--- config.mk ---
export PLATFORM = sky130hd
export DESIGN_NAME = i2c_slv_status
export DESIGN_NICKNAME = d
export VERILOG_FILES = /design/src/rtl/i2c_slv_pkg.sv /design/src/rtl/slv_addr_match.sv /design/src/rtl/slv_session_fsm.sv /design/src/rtl/slv_host_regs.sv /design/src/rtl/slv_status_flags.sv /design/src/rtl/i2c_slv_status.sv
export SDC_FILE = /design/constraint.sdc
export NUM_CORES = 1
export LEC_CHECK = 0
export BUFFER_PORTS_ARGS = -buffer_cell sky130_fd_sc_hd__buf_2
export CAP_MARGIN = 0
export CORE_MARGIN = 2
export CORE_UTILIZATION = 57
export DETAILED_ROUTE_END_ITERATION = 8
export PLACE_DENSITY = 0.87
export SLEW_MARGIN = 25
export SYNTH_ARGS = -nofsm -noshare
export SYNTH_HDL_FRONTEND = slang
export SYNTH_HIERARCHICAL = 1
export SYNTH_SLANG_ARGS = --single-unit
export TNS_END_PERCENT = 5
--- constraint.sdc ---
create_clock -name clk -period 2.3 [get_ports clk]
set_input_delay 0.115 -clock clk [delete_from_list [all_inputs] [get_ports clk]]
set_output_delay 0.115 -clock clk [all_outputs]
set_load 0.005 [all_outputs]
--- src/rtl/i2c_slv_pkg.sv ---
package i2c_slv_pkg;

    localparam int unsigned HOST_AW = 2;

    localparam logic [HOST_AW-1:0] REG_CTRL = 2'd0;
    localparam logic [HOST_AW-1:0] REG_STAT = 2'd1;
    localparam logic [HOST_AW-1:0] REG_DATA = 2'd2;

    // status bit positions (host software decodes these)
    localparam int unsigned SB_TCF  = 7;
    localparam int unsigned SB_ADDR = 6;
    localparam int unsigned SB_BUSY = 5;
    localparam int unsigned SB_ARB  = 4;
    localparam int unsigned SB_RNG  = 3;
    localparam int unsigned SB_SRW  = 2;
    localparam int unsigned SB_INT  = 1;
    localparam int unsigned SB_NACK = 0;

    // control bit positions
    localparam int unsigned CB_TX  = 4;
    localparam int unsigned CB_BUF = 3;

    localparam logic [6:0] GCALL_ADDR = 7'h00;
    localparam logic [6:0] ALERT_ADDR = 7'h0C;

    typedef enum logic [1:0] {
        SES_IDLE  = 2'd0,
        SES_WRITE = 2'd1,
        SES_READ  = 2'd2
    } session_e;

endpackage

--- src/rtl/slv_addr_match.sv ---
module slv_addr_match
    import i2c_slv_pkg::*;
#(
    parameter int unsigned AW = 7
) (
    input  logic [AW-1:0] addr_in,
    input  logic          addr_rw,
    input  logic [AW-1:0] cfg_prim_addr,
    input  logic [AW-1:0] cfg_range_addr,
    input  logic          cfg_range_en,
    input  logic          cfg_gc_en,
    input  logic          cfg_alt_en,
    input  logic [AW-1:0] cfg_alt_addr,
    input  logic          cfg_alert_en,
    output logic          hit,
    output logic          range_hit
);

    localparam int unsigned N_SRC = 6;

    logic [AW-1:0]    lo_bound;
    logic [AW-1:0]    hi_bound;
    logic             range_ok;
    logic [N_SRC-1:0] src_hit;

    always_comb begin
        range_ok = cfg_range_en && (cfg_range_addr != '0);
        if (cfg_prim_addr <= cfg_range_addr) begin
            lo_bound = cfg_prim_addr;
            hi_bound = cfg_range_addr;
        end else begin
            lo_bound = cfg_range_addr;
            hi_bound = cfg_prim_addr;
        end
    end

    always_comb begin
        src_hit[0] = (addr_in == cfg_prim_addr);
        src_hit[1] = range_ok && (addr_in == cfg_range_addr);
        src_hit[2] = range_ok && (addr_in >= lo_bound) && (addr_in <= hi_bound);
        src_hit[3] = cfg_gc_en && (addr_in == AW'(GCALL_ADDR)) && !addr_rw;
        src_hit[4] = cfg_alt_en && (addr_in == cfg_alt_addr);
        src_hit[5] = cfg_alert_en && (addr_in == AW'(ALERT_ADDR));
    end

    assign hit       = |src_hit;
    assign range_hit = src_hit[1] | src_hit[2];

endmodule

--- src/rtl/slv_session_fsm.sv ---
module slv_session_fsm
    import i2c_slv_pkg::*;
(
    input  logic clk,
    input  logic rst_n,
    input  logic bus_busy,
    input  logic addr_valid,
    input  logic hit,
    input  logic addr_rw,
    output logic slave_rw
);

    session_e state_q;
    session_e state_d;

    always_ff @(posedge clk or negedge rst_n) begin
        if (!rst_n) begin
            state_q <= SES_IDLE;
        end else begin
            state_q <= state_d;
        end
    end

    always_comb begin
        state_d = state_q;
        unique case (state_q)
            SES_IDLE, SES_WRITE, SES_READ: begin
                if (!bus_busy) begin
                    state_d = SES_IDLE;
                end else if (addr_valid) begin
                    if (!hit) begin
                        state_d = SES_IDLE;
                    end else if (addr_rw) begin
                        state_d = SES_READ;
                    end else begin
                        state_d = SES_WRITE;
                    end
                end
            end
            default: state_d = SES_IDLE;
        endcase
    end

    always_comb begin
        unique case (state_q)
            SES_READ: slave_rw = 1'b1;
            default:  slave_rw = 1'b0;
        endcase
    end

endmodule

--- src/rtl/slv_host_regs.sv ---
module slv_host_regs
    import i2c_slv_pkg::*;
#(
    parameter int unsigned DW = 8
) (
    input  logic               clk,
    input  logic               rst_n,
    input  logic               host_sel,
    input  logic               host_wr,
    input  logic [HOST_AW-1:0] host_addr,
    input  logic [DW-1:0]      host_wdata,
    input  logic [DW-1:0]      status_vec,
    input  logic [DW-1:0]      rx_data,
    output logic [DW-1:0]      host_rdata,
    output logic [DW-1:0]      tx_data,
    output logic [DW-1:0]      ctrl_q,
    output logic               ctrl_wr,
    output logic               data_rd,
    output logic               data_wr,
    output logic [DW-1:0]      w1c_mask
);

    logic stat_wr;

    always_comb begin
        ctrl_wr = host_sel && host_wr && (host_addr == REG_CTRL);
        stat_wr = host_sel && host_wr && (host_addr == REG_STAT);
        data_wr = host_sel && host_wr && (host_addr == REG_DATA);
        data_rd = host_sel && !host_wr && (host_addr == REG_DATA);
        w1c_mask = stat_wr ? host_wdata : '0;
    end

    always_ff @(posedge clk or negedge rst_n) begin
        if (!rst_n) begin
            ctrl_q  <= '0;
            tx_data <= '0;
        end else begin
            if (ctrl_wr) begin
                ctrl_q <= host_wdata;
            end
            if (data_wr) begin
                tx_data <= host_wdata;
            end
        end
    end

    always_comb begin
        unique case (host_addr)
            REG_CTRL: host_rdata = ctrl_q;
            REG_STAT: host_rdata = status_vec;
            REG_DATA: host_rdata = rx_data;
            default:  host_rdata = '0;
        endcase
    end

endmodule

--- src/rtl/slv_status_flags.sv ---
module slv_status_flags
    import i2c_slv_pkg::*;
#(
    parameter int unsigned DW = 8
) (
    input  logic          clk,
    input  logic          rst_n,
    input  logic          addr_ev,
    input  logic          range_ev,
    input  logic          byte_done,
    input  logic          arb_lost,
    input  logic          ctrl_wr,
    input  logic          tcf_clr,
    input  logic [DW-1:0] w1c_mask,
    output logic          tcf_q,
    output logic          iaas_q,
    output logic          arb_q,
    output logic          rng_q,
    output logic          int_q
);

    logic tcf_set;

    assign tcf_set = byte_done | addr_ev;

    // set has priority over clear in every flag
    always_ff @(posedge clk or negedge rst_n) begin
        if (!rst_n) begin
            tcf_q  <= 1'b1;
            iaas_q <= 1'b0;
            arb_q  <= 1'b0;
            rng_q  <= 1'b0;
            int_q  <= 1'b0;
        end else begin
            if (tcf_set) begin
                tcf_q <= 1'b1;
            end else if (tcf_clr) begin
                tcf_q <= 1'b0;
            end

            if (addr_ev) begin
                iaas_q <= 1'b1;
            end else if (ctrl_wr) begin
                iaas_q <= 1'b0;
            end

            if (arb_lost) begin
                arb_q <= 1'b1;
            end else if (w1c_mask[SB_ARB]) begin
                arb_q <= 1'b0;
            end

            if (range_ev) begin
                rng_q <= 1'b1;
            end else if (w1c_mask[SB_RNG]) begin
                rng_q <= 1'b0;
            end

            if (tcf_set) begin
                int_q <= 1'b1;
            end else if (w1c_mask[SB_INT]) begin
                int_q <= 1'b0;
            end
        end
    end

endmodule

--- src/rtl/i2c_slv_status.sv ---
module i2c_slv_status
    import i2c_slv_pkg::*;
#(
    parameter int unsigned AW = 7,
    parameter int unsigned DW = 8
) (
    input  logic               clk,
    input  logic               rst_n,
    input  logic               addr_valid,
    input  logic [AW-1:0]      addr_in,
    input  logic               addr_rw,
    input  logic               byte_done,
    input  logic               buf_access,
    input  logic               bus_busy,
    input  logic               arb_lost,
    input  logic               rx_nack,
    input  logic [DW-1:0]      rx_data,
    input  logic [AW-1:0]      cfg_prim_addr,
    input  logic [AW-1:0]      cfg_range_addr,
    input  logic               cfg_range_en,
    input  logic               cfg_gc_en,
    input  logic               cfg_alt_en,
    input  logic [AW-1:0]      cfg_alt_addr,
    input  logic               cfg_alert_en,
    input  logic               host_sel,
    input  logic               host_wr,
    input  logic [HOST_AW-1:0] host_addr,
    input  logic [DW-1:0]      host_wdata,
    output logic [DW-1:0]      host_rdata,
    output logic [DW-1:0]      tx_data,
    output logic               addressed,
    output logic               xfer_done,
    output logic               slave_rw,
    output logic               irq
);

    logic          hit;
    logic          range_hit;
    logic          addr_ev;
    logic          range_ev;
    logic [DW-1:0] ctrl_q;
    logic          ctrl_wr;
    logic          data_rd;
    logic          data_wr;
    logic [DW-1:0] w1c_mask;
    logic          tcf_clr;
    logic          tcf_q;
    logic          iaas_q;
    logic          arb_q;
    logic          rng_q;
    logic          int_q;
    logic          srw;
    logic [DW-1:0] status_vec;

    slv_addr_match #(.AW(AW)) u_match (
        .addr_in        (addr_in),
        .addr_rw        (addr_rw),
        .cfg_prim_addr  (cfg_prim_addr),
        .cfg_range_addr (cfg_range_addr),
        .cfg_range_en   (cfg_range_en),
        .cfg_gc_en      (cfg_gc_en),
        .cfg_alt_en     (cfg_alt_en),
        .cfg_alt_addr   (cfg_alt_addr),
        .cfg_alert_en   (cfg_alert_en),
        .hit            (hit),
        .range_hit      (range_hit)
    );

    assign addr_ev  = addr_valid & hit;
    assign range_ev = addr_valid & range_hit;

    slv_session_fsm u_fsm (
        .clk        (clk),
        .rst_n      (rst_n),
        .bus_busy   (bus_busy),
        .addr_valid (addr_valid),
        .hit        (hit),
        .addr_rw    (addr_rw),
        .slave_rw   (srw)
    );

    slv_host_regs #(.DW(DW)) u_regs (
        .clk        (clk),
        .rst_n      (rst_n),
        .host_sel   (host_sel),
        .host_wr    (host_wr),
        .host_addr  (host_addr),
        .host_wdata (host_wdata),
        .status_vec (status_vec),
        .rx_data    (rx_data),
        .host_rdata (host_rdata),
        .tx_data    (tx_data),
        .ctrl_q     (ctrl_q),
        .ctrl_wr    (ctrl_wr),
        .data_rd    (data_rd),
        .data_wr    (data_wr),
        .w1c_mask   (w1c_mask)
    );

    assign tcf_clr = (ctrl_q[CB_BUF] & buf_access)
                   | (!ctrl_q[CB_TX] & data_rd)
                   | (ctrl_q[CB_TX] & data_wr);

    slv_status_flags #(.DW(DW)) u_flags (
        .clk       (clk),
        .rst_n     (rst_n),
        .addr_ev   (addr_ev),
        .range_ev  (range_ev),
        .byte_done (byte_done),
        .arb_lost  (arb_lost),
        .ctrl_wr   (ctrl_wr),
        .tcf_clr   (tcf_clr),
        .w1c_mask  (w1c_mask),
        .tcf_q     (tcf_q),
        .iaas_q    (iaas_q),
        .arb_q     (arb_q),
        .rng_q     (rng_q),
        .int_q     (int_q)
    );

    always_comb begin
        status_vec          = '0;
        status_vec[SB_TCF]  = tcf_q;
        status_vec[SB_ADDR] = iaas_q;
        status_vec[SB_BUSY] = bus_busy;
        status_vec[SB_ARB]  = arb_q;
        status_vec[SB_RNG]  = rng_q;
        status_vec[SB_SRW]  = srw;
        status_vec[SB_INT]  = int_q;
        status_vec[SB_NACK] = rx_nack;
    end

    assign addressed = iaas_q;
    assign xfer_done = tcf_q;
    assign slave_rw  = srw;
    assign irq       = int_q;

endmodule

== After elaboration in Yosys (flattened, before gate mapping) ==
Cells that the tools add are included.
Word-level totals
  bits in registers: 23
  output and inout bits: 20
  logic and storage cells: 77
Operators by class
  $lt $le $gt $ge: 3
  equal/unequal tests: 9
  muxes and demuxes: 20
  bitwise gates (word level): 9
  reductions and logical operators: 28
Operators with widths (number)
  8-bit case mux with 3 select lines: 1
  7-bit == test: 3
  7-bit <= comparator: 2
  1-bit logical AND: 14
  7-bit two-way mux: 2
  1-bit two-way mux: 11
  2-bit two-way mux: 5
  2-bit nonzero test: 5
  7-bit by 4-bit == test with 1-bit output (second input constant): 1
  7-bit >= comparator: 1
  7-bit zero test: 1
  7-bit nonzero test: 1
  6-bit OR reduction: 1
  1-bit bitwise AND: 5
  5-bit two-way mux: 1
  2-bit by 1-bit == test with 1-bit output (second input constant): 2
  2-bit == test (second input constant): 2
  2-bit zero test: 2
  1-bit OR: 4
  1-bit zero test: 3
  3-bit inequality test (second input constant): 1
  3-bit OR reduction: 1

== Depth between registers and ports, before layout ==
Gate-level depths: netlist of the first run.
  depth in word-level cells: 10
  gate-level depth with buffers: 19
  depth with buffers taken out: 16

== By module ==
The synthesis of the first run kept the hierarchy.
By module, submodules not included
  slv_addr_match: times used 1, cells each 194, area an instance 1421.4 um^2, seq. area each 0.0 um^2
  slv_host_regs: times used 1, cells each 66, area an instance 907.1 um^2, seq. area each 400.4 um^2
  slv_status_flags: times used 1, cells each 16, area an instance 183.9 um^2, seq. area each 126.4 um^2
  slv_session_fsm: times used 1, cells each 10, area an instance 101.3 um^2, seq. area each 50.0 um^2
  i2c_slv_status: times used 1, cells each 4, area an instance 28.8 um^2, seq. area each 0.0 um^2

== Worst setup path before layout of the first run ==
OpenSTA, ideal clock, no wires.
  path kind: input -> register
  start point: input cfg_range_addr[5]
  end point: register u_flags.int_q
  data arrival time: 3.607 ns
  path slack: -1.430 ns
  cell stages on the path: 19
  path buffers: 3
  path through: clkbuf_1 > inv_1 > ha_1 > nand3_1 > or2_1 > clkbuf_1 > buf_1 > nand3_1 > o211ai_1 > a311oi_1 > ha_1 > a21o_1 > a221o_1 > a31oi_1 > o31ai_1 > or3_1 > and2_1 > nor2_2 > o21ai_1
Between the ends
  longest elaborated chain between the ends: 9
Ends and longest elaborated chain
  start: declaration: RTL line i2c_slv_status.sv:19  | input logic [AW-1:0] cfg_range_addr,
  7-bit <= comparator: RTL line slv_addr_match.sv:28  | if (cfg_prim_addr <= cfg_range_addr) begin
  7-bit two-way mux: RTL line slv_addr_match.sv:28
  7-bit >= comparator: RTL line slv_addr_match.sv:40  | src_hit[2] = range_ok && (addr_in >= lo_bound) && (addr_in <= hi_bound);
  1-bit logical AND (2 in a row): RTL line slv_addr_match.sv:40
  6-bit OR reduction *: RTL line slv_addr_match.sv:46  | assign hit = |src_hit;
  via hit: RTL line i2c_slv_status.sv:37  | logic hit;
  1-bit bitwise AND *: RTL line i2c_slv_status.sv:69  | assign addr_ev = addr_valid & hit;
  via addr_ev: RTL line i2c_slv_status.sv:39  | logic addr_ev;
  1-bit OR *: RTL line slv_status_flags.sv:24  | assign tcf_set = byte_done | addr_ev;
  1-bit two-way mux or 2-bit nonzero test (tied branches)
  end signal: assignment: RTL line slv_status_flags.sv:33  | int_q <= 1'b0;
  end signal: assignment: RTL line slv_status_flags.sv:60  | int_q <= 1'b1;
  end signal: assignment: RTL line slv_status_flags.sv:62  | int_q <= 1'b0;
  end: declaration: RTL line slv_status_flags.sv:19  | output logic int_q
Mark *: on every way through the listed nets, which the timed path passes. The rest lies on a longest branch.
A chain may end at the register's enable or synchronous reset.

== Final worst setup path of the first run ==
  start point: input cfg_range_addr[1]
  end point: register u_flags.int_q
Same word-level chain as after synthesis.

==> metrics.csv, run 1 <==
stage;metric;value;unit
sta;relSlewSlack;0.578;
power;power_density;464;nW/um2
power;switchingPower;0.611;mW
die;rows;24;
die;die_w;71.7;um
sta;finalHoldViolCount;0;
sta;clock_skew;0.000583;ns
die;dieHeight;71.7;um
synthesis;synthesis.instances;285;
setup_path;worst-path-max-fanout;8;
drt;ant_nets;0;
place;gp_congestion;0.872;
layout;nNetsFinal;481;
setup_path;worstSetupStartpoint;cfg_range_addr[1];
drt;finalWirelength;8690;um
power;p_leak;1.71;nW
cts;cts.clk_slew.worst_paths;0.07;ns
global_route;grt_pass1_vias;2788;
die;core;4380;um2
setup_path;crit_end;u_flags/int_q;
sta;fmax;314;MHz
place;dp_hpwl;6170;um
hold_path;min_path_type;in2reg;
layout;area_delta_synth_final;40.6;%
die;start_util;0.596;
setup_path;cp-end-kind;flop;
setup_path;cp.arrival;3.33;ns
hold_path;hold_path_depth;2;
power;p_clk_frac;0.142;
die;io_pins;81;
die;die_area;5140;um2
place;post-place-ws;-1.36;ns
drt;drc_errors;0;
drt;vias_per_cell;6.58;
synthesis;ys_warn_count;6;
synthesis;netlist_area;2610;um2
global_route;grtUsageTotal;0.327;
cts;clock_latency;0.26;ns
run_status;outcome;complete, but fails checks;
layout;multi_input_area;2080;um2
sta;finalCriticalPeriod;3.19;ns
layout;seq_area;577;um2
sta;post-route-period-util;1.39;
cts;cts_buffers;3;
layout;drive_above_1_share;0.482;
cts;cts_tree;built;
sta;finalWorstSetupSlack;-0.887;ns
power;netSwitchingFraction;0.359;
place;numPortBuffers;80;
synthesis;avgSynthCellArea;9.16;um2
layout;nFillCells;229;
sta;slew_violations;0;
cts;htreeDepth;1;
setup_path;cp.required;2.45;ns
cts;clockBufferDepth;2;
global_route;grt_first_pass_wirelength;13500;um
power;seqPwrFrac;0.323;
global_route;grt_antenna_before_repair;0;
run_status;violations;setup timing;
setup_path;timing.rr.start;u_regs/ctrl_q[3];
sta;rsz0062_at_grt;true;
flow_run;maxCapViolCount;0;
sta;setup_violations;6;
power;intPower;1.09;mW
setup_path;r2r_end;u_flags/tcf_q;
cts;cts.sinks;23;
global_route;grt_max_degree;24;
cts;cts_root_buf;clkbuf_8;
setup_path;reg2regPathDepth;2;
power;power_frac_comb;0.535;
setup_path;crit_type;in2reg;
drt;drt_pass1_iterations;5;
setup_path;startpoint_type;primary input;
layout;n_antenna_cell;0;
drt;drt-initial-drc-count;339;
setup_path;r2r_slack;1.28;ns
drt;num_vias;2960;
layout;final_cell_mix;78 x buf_2, 49 x buf_4, 23 x nand2_1;
layout;final_common_cell;buf_2;
drt;drt-wirelength-per-cell;19.3;um
synthesis;syn_nets;367;
sta;max_slew.worst_pin.slew;0.633;ns
global_route;grt_overflow;0;
layout;fin_util;0.837;
power;worst_ir_drop_vdd;0.421;mV
## worst min path at each step
stage	slack, ns	end	start
final	0.03	u_flags/arb_q	arb_lost
after global routing	0.03	u_flags/arb_q	arb_lost
after CTS	0.02	u_flags/arb_q	arb_lost
after detailed placement	0.11	u_regs/ctrl_q[0]	rst_n
after global placement	0.10	u_regs/tx_data[0]	rst_n
after floorplan	-0.18	u_flags/arb_q	rst_n
## routing by layer
layer | routed length [um] | up-vias | global-route usage
li1 | - | 1331 | -
met1 | 3490 | 1399 | 0.445
met2 | 4230 | 201 | 0.562
met3 | 764 | 29 | 0.0394
met4 | 198 | 0 | 0.0650
met5 | 0 | - | 0
## area by class of cell
type	instances	share of cell area
multi-input cells	223	0.567
inverters	14	0.0157
flip-flops and latches	23	0.157
clock buffers	4	0.0123
well taps	52	0.0177
repair buffers	134	0.230
## repair_timing
action | in CTS | in global routing
hold buffers | 1 | 0
endpoints found under the hold margin | 22 | 0
resized for setup | 29 | 12
pin swaps | 21 | 15
cloned | 0 | 0
buffers inserted | 6 | 3
setup endpoints to repair | 6 | 6
## power groups by stage
stage / combinational (mW) / clock (mW) / sequential (mW)
after floorplan: 0.468 / 0 / 0.543
after global placement: 0.741 / 0 / 0.547
after detailed placement: 0.779 / 0 / 0.555
after CTS: 0.857 / 0.248 / 0.548
after global routing: 0.970 / 0.265 / 0.557
final: 0.911 / 0.242 / 0.549
## per-stage QoR
step / TNS (ns) / std cells / power (mW) / hold WS [ns] / instance area (um2)
3_3_place_gp: -6.15 / 436 / 1.29 / 0.101 / 3360
6_report: -4.86 / 450 / 1.70 / 0.0308 / 3670
4_1_cts: -4.48 / 447 / 1.65 / 0.0207 / 3600
3_5_place_dp: -7.75 / 436 / 1.33 / 0.112 / 3360
2_1_floorplan: -5.21 / 285 / 1.01 / -0.181 / 2770
5_1_grt: -5.21 / 450 / 1.79 / 0.0321 / 3670
## sequential cells by signal (all words and copies together) (netlist names)
| register | cells |
|---|---|
| u_fsm/state_q | 2 |
| u_flags/arb_q | 1 |
| u_regs/ctrl_q | 8 |
| u_flags/rng_q | 1 |
| u_flags/tcf_q | 1 |
| u_flags/int_q | 1 |
| u_regs/tx_data | 8 |
| u_flags/iaas_q | 1 |
## worst max-delay path, cell delays in order
cell and delay [ns]:
buf_8 0.10, inv_6 0.05, ha_4 0.19, nor2b_4 0.12, o21a_1 0.18, o21a_4 0.24, buf_6 0.13, nor2_4 0.21
buf_6 0.14, a311oi_2 0.11, ha_1 0.33, buf_4 0.12, nand4_1 0.16, a21oi_1 0.18, o22a_1 0.20, o31ai_4 0.07
or3_4 0.36, and2_4 0.16, nor2_4 0.09, o21ai_1 0.07
No activity file was read; power rests on OpenSTA's default activity.
==> run 2, diff against run 1 <==
CORE_UTILIZATION = 53   (was 57)
PLACE_DENSITY = 0.82   (was 0.87)
clock period = 3.05 ns   (was 2.3 ns; I/O delays follow)
==> metrics.csv, run 2 (synthesis gave the netlist of run 1 again) <==
stage;metric;value;unit;change
power;p_leak;1.69;nW;-1.6%
sta;max_slew.worst_pin.slew;0.711;ns;+0.0774 ns
setup_path;cp.required;3.21;ns;+0.76 ns
place;placed_cells;443;;+1.6%
die;core;4720;um2;+7.7%
layout;nFillCells;299;;+31%
cts;htreeDepth;1;;unchanged
sta;fmax;309;MHz;
sta;finalWorstSetupSlack;-0.187;ns;+0.700 ns
setup_path;cp-end-kind;flop;;
power;power_density;352;nW/um2;-24%
drt;topRoutingLayerUsed;met4;;
drt;m1WireLength;3570;um;+2.4%
cts;cts.clk_slew.worst_paths;0.08;ns;about the same
setup_path;cp_top_family;compound AO/OA/AOI/OAI gates;;
layout;reg_top3;u_regs/ctrl_q: 8 flops, u_regs/tx_data: 8 flops, u_fsm/state_q: 2 flops;;
cts;cts_buffers;3;;unchanged
cts;cts_root_buf;clkbuf_8;;
cts;cts.sinks;23;;unchanged
drt;drt-wirelength-per-cell;19.8;um;+2.4%
setup_path;crit_type;in2reg;;
drt;wl_met2;4390;um;+3.6%
cts;clock_latency;0.26;ns;about the same
layout;nNetsFinal;473;;-1.7%
drt;wl_met3;815;um;+6.7%
die;die_w;74.2;um;+3.5%
layout;instances_no_fill;457;;+1.6%
layout;n_antenna_cell;0;;unchanged
global_route;grt_first_pass_wirelength;13900;um;+3.4%
setup_path;r2r_slack;2.03;ns;+0.75 ns
sta;clock_skew;0.00390;ns;+0.00332 ns
setup_path;cp_slowest_stage_delay;0.36;ns;about the same
cts;cts_tree;built;;
run_status;violations;setup timing;;
sta;relSlewSlack;0.525;;-0.0526
layout;drive_above_1_share;0.482;;about the same
place;gp_congestion;0.966;;+11%
die;rows;25;;+4.2%
setup_path;critical_path.cell_chain;buf_8, inv_6, ha_4, nor2b_4, o21a_1, o21a_4, o2111a_1, a311oi_2, ha_1, and3_4, a221o_1, a31oi_2, o31ai_2, or3_4, and2_4, nor2_4, o21ai_2;;
sta;finalHoldViolCount;0;;unchanged
die;die_area;5500;um2;+7.1%
run_status;outcome;complete, but fails checks;;
layout;area_delta_synth_final;40.2;%;
die;io_pins;81;;unchanged
global_route;grt_pass1_vias;2803;;+0.54%
power;worst_ir_drop_vdd;0.182;mV;-57%
sta;finalCriticalPeriod;3.24;ns;
hold_path;min_path_type;in2reg;;
setup_path;cp.arrival;3.39;ns;+0.06 ns
global_route;grt_max_degree;24;;unchanged
drt;drt-initial-drc-count;394;;+16%
place;numPortBuffers;80;;unchanged
die;start_util;0.553;;-0.0428
drt;ant_nets;0;;unchanged
sta;slew_violations;0;;unchanged
setup_path;crit_path_top_delay_cell;or3_4;;
sta;setup_violations;5;;-1
drt;drc_errors;0;;unchanged
setup_path;r2r_end;u_flags/tcf_q;;
hold_path;hold_path_depth;2;;unchanged
power;total_power;1.29;mW;-24%
drt;vias_per_cell;6.41;;-2.5%
cts;clockBufferDepth;2;;unchanged
place;dp_hpwl;6100;um;-1.1%
setup_path;worst-path-max-fanout;5;;-3
setup_path;reg2regPathDepth;2;;unchanged
setup_path;startpoint_type;primary input;;
flow_run;maxCapViolCount;0;;unchanged
setup_path;critPathBufInv;2;;-3
sta;rsz0062_at_grt;true;;
place;post-place-ws;-0.533;ns;+0.824 ns
global_route;grt_antenna_before_repair;0;;unchanged
global_route;grtUsageTotal;0.328;;+0.000820
die;dieHeight;74.2;um;+3.5%
layout;final_common_cell;buf_2;;
drt;num_vias;2931;;-0.98%
setup_path;timing.rr.start;u_regs/ctrl_q[3];;
drt;drt_pass1_iterations;5;;unchanged
sta;post-route-period-util;1.06;;
hold_path;min_to;u_flags/arb_q;;
hold_path;min_from;arb_lost;;
sta;fin_hold_ws;0.0670;ns;+0.0361 ns
layout;final_cell_mix;79 x buf_2, 39 x buf_4, 23 x nand2_1;;
global_route;grt_overflow;0;;unchanged
sta;tns;-0.747;ns;+4.11 ns
drt;finalWirelength;9040;um;+4.0%
## run 2: cell count changes in the layout (fill, tap and decap cells not counted), sizes merged
cell and delta:
buf -9, o21a +1
## run 2: how the worst max path moves through the flow
stage	from	endpoint	slack, ns	cells past startpoint
after global routing	cfg_range_addr[5]	u_flags/int_q	-0.21	19
after floorplan	cfg_range_addr[1]	u_flags/int_q	-0.29	18
after global placement	cfg_range_addr[1]	u_flags/int_q	-0.40	18
after CTS	cfg_range_addr[1]	u_flags/iaas_q	-0.07	16
final	cfg_range_addr[1]	u_flags/int_q	-0.19	17
after detailed placement	cfg_range_addr[1]	u_flags/int_q	-0.53	18
## run 2: final cells by class
| cell class | instances | area [um2] | area share |
|---|---|---|---|
| Multi-Input combinational cell | 224 | 2110 | 0.577 |
| Sequential cell | 23 | 577 | 0.158 |
| Clock buffer | 4 | 45.0 | 0.0123 |
| Inverter | 14 | 57.6 | 0.0157 |
| Timing Repair Buffer | 125 | 787 | 0.215 |
| Tap cell | 67 | 83.8 | 0.0229 |
## run 2: stage by stage
stage / util / cell area (um2)
5_1_grt: 0.775 / 3660
3_3_place_gp: 0.707 / 3340
4_1_cts: 0.765 / 3610
6_report: 0.775 / 3660
3_5_place_dp: 0.707 / 3340
2_1_floorplan: - / 2770
## run 2: report_power, final
part	internal [mW]	leakage (nW)	switching [mW]
combinational	0.353	1.39	0.332
clock	0.0933	0.0228	0.0971
sequential	0.370	0.270	0.0444
total	0.816	1.69	0.474
## run 2: worst register-to-register path: stages (launching register included)
cell     delay [ns]
dfrtp_1        0.42
a221o_1        0.37
o21ai_1        0.16
## run 2: what timing repair did
action / CTS / global route
hold endpoints to repair: 22 / 0
pin swaps: 27 / 15
buffers inserted: 6 / 2
endpoints found under the setup margin: 5 / 6
cloned: 1 / 0
gates resized for setup: 35 / 8
hold buffers: 1 / 0
## run 2: per-layer routing
metal / vias up / GRT usage
met5: - / 0
met4: 0 / 0.131
met3: 33 / 0.0447
met2: 190 / 0.565
met1: 1396 / 0.413
li1: 1312 / -
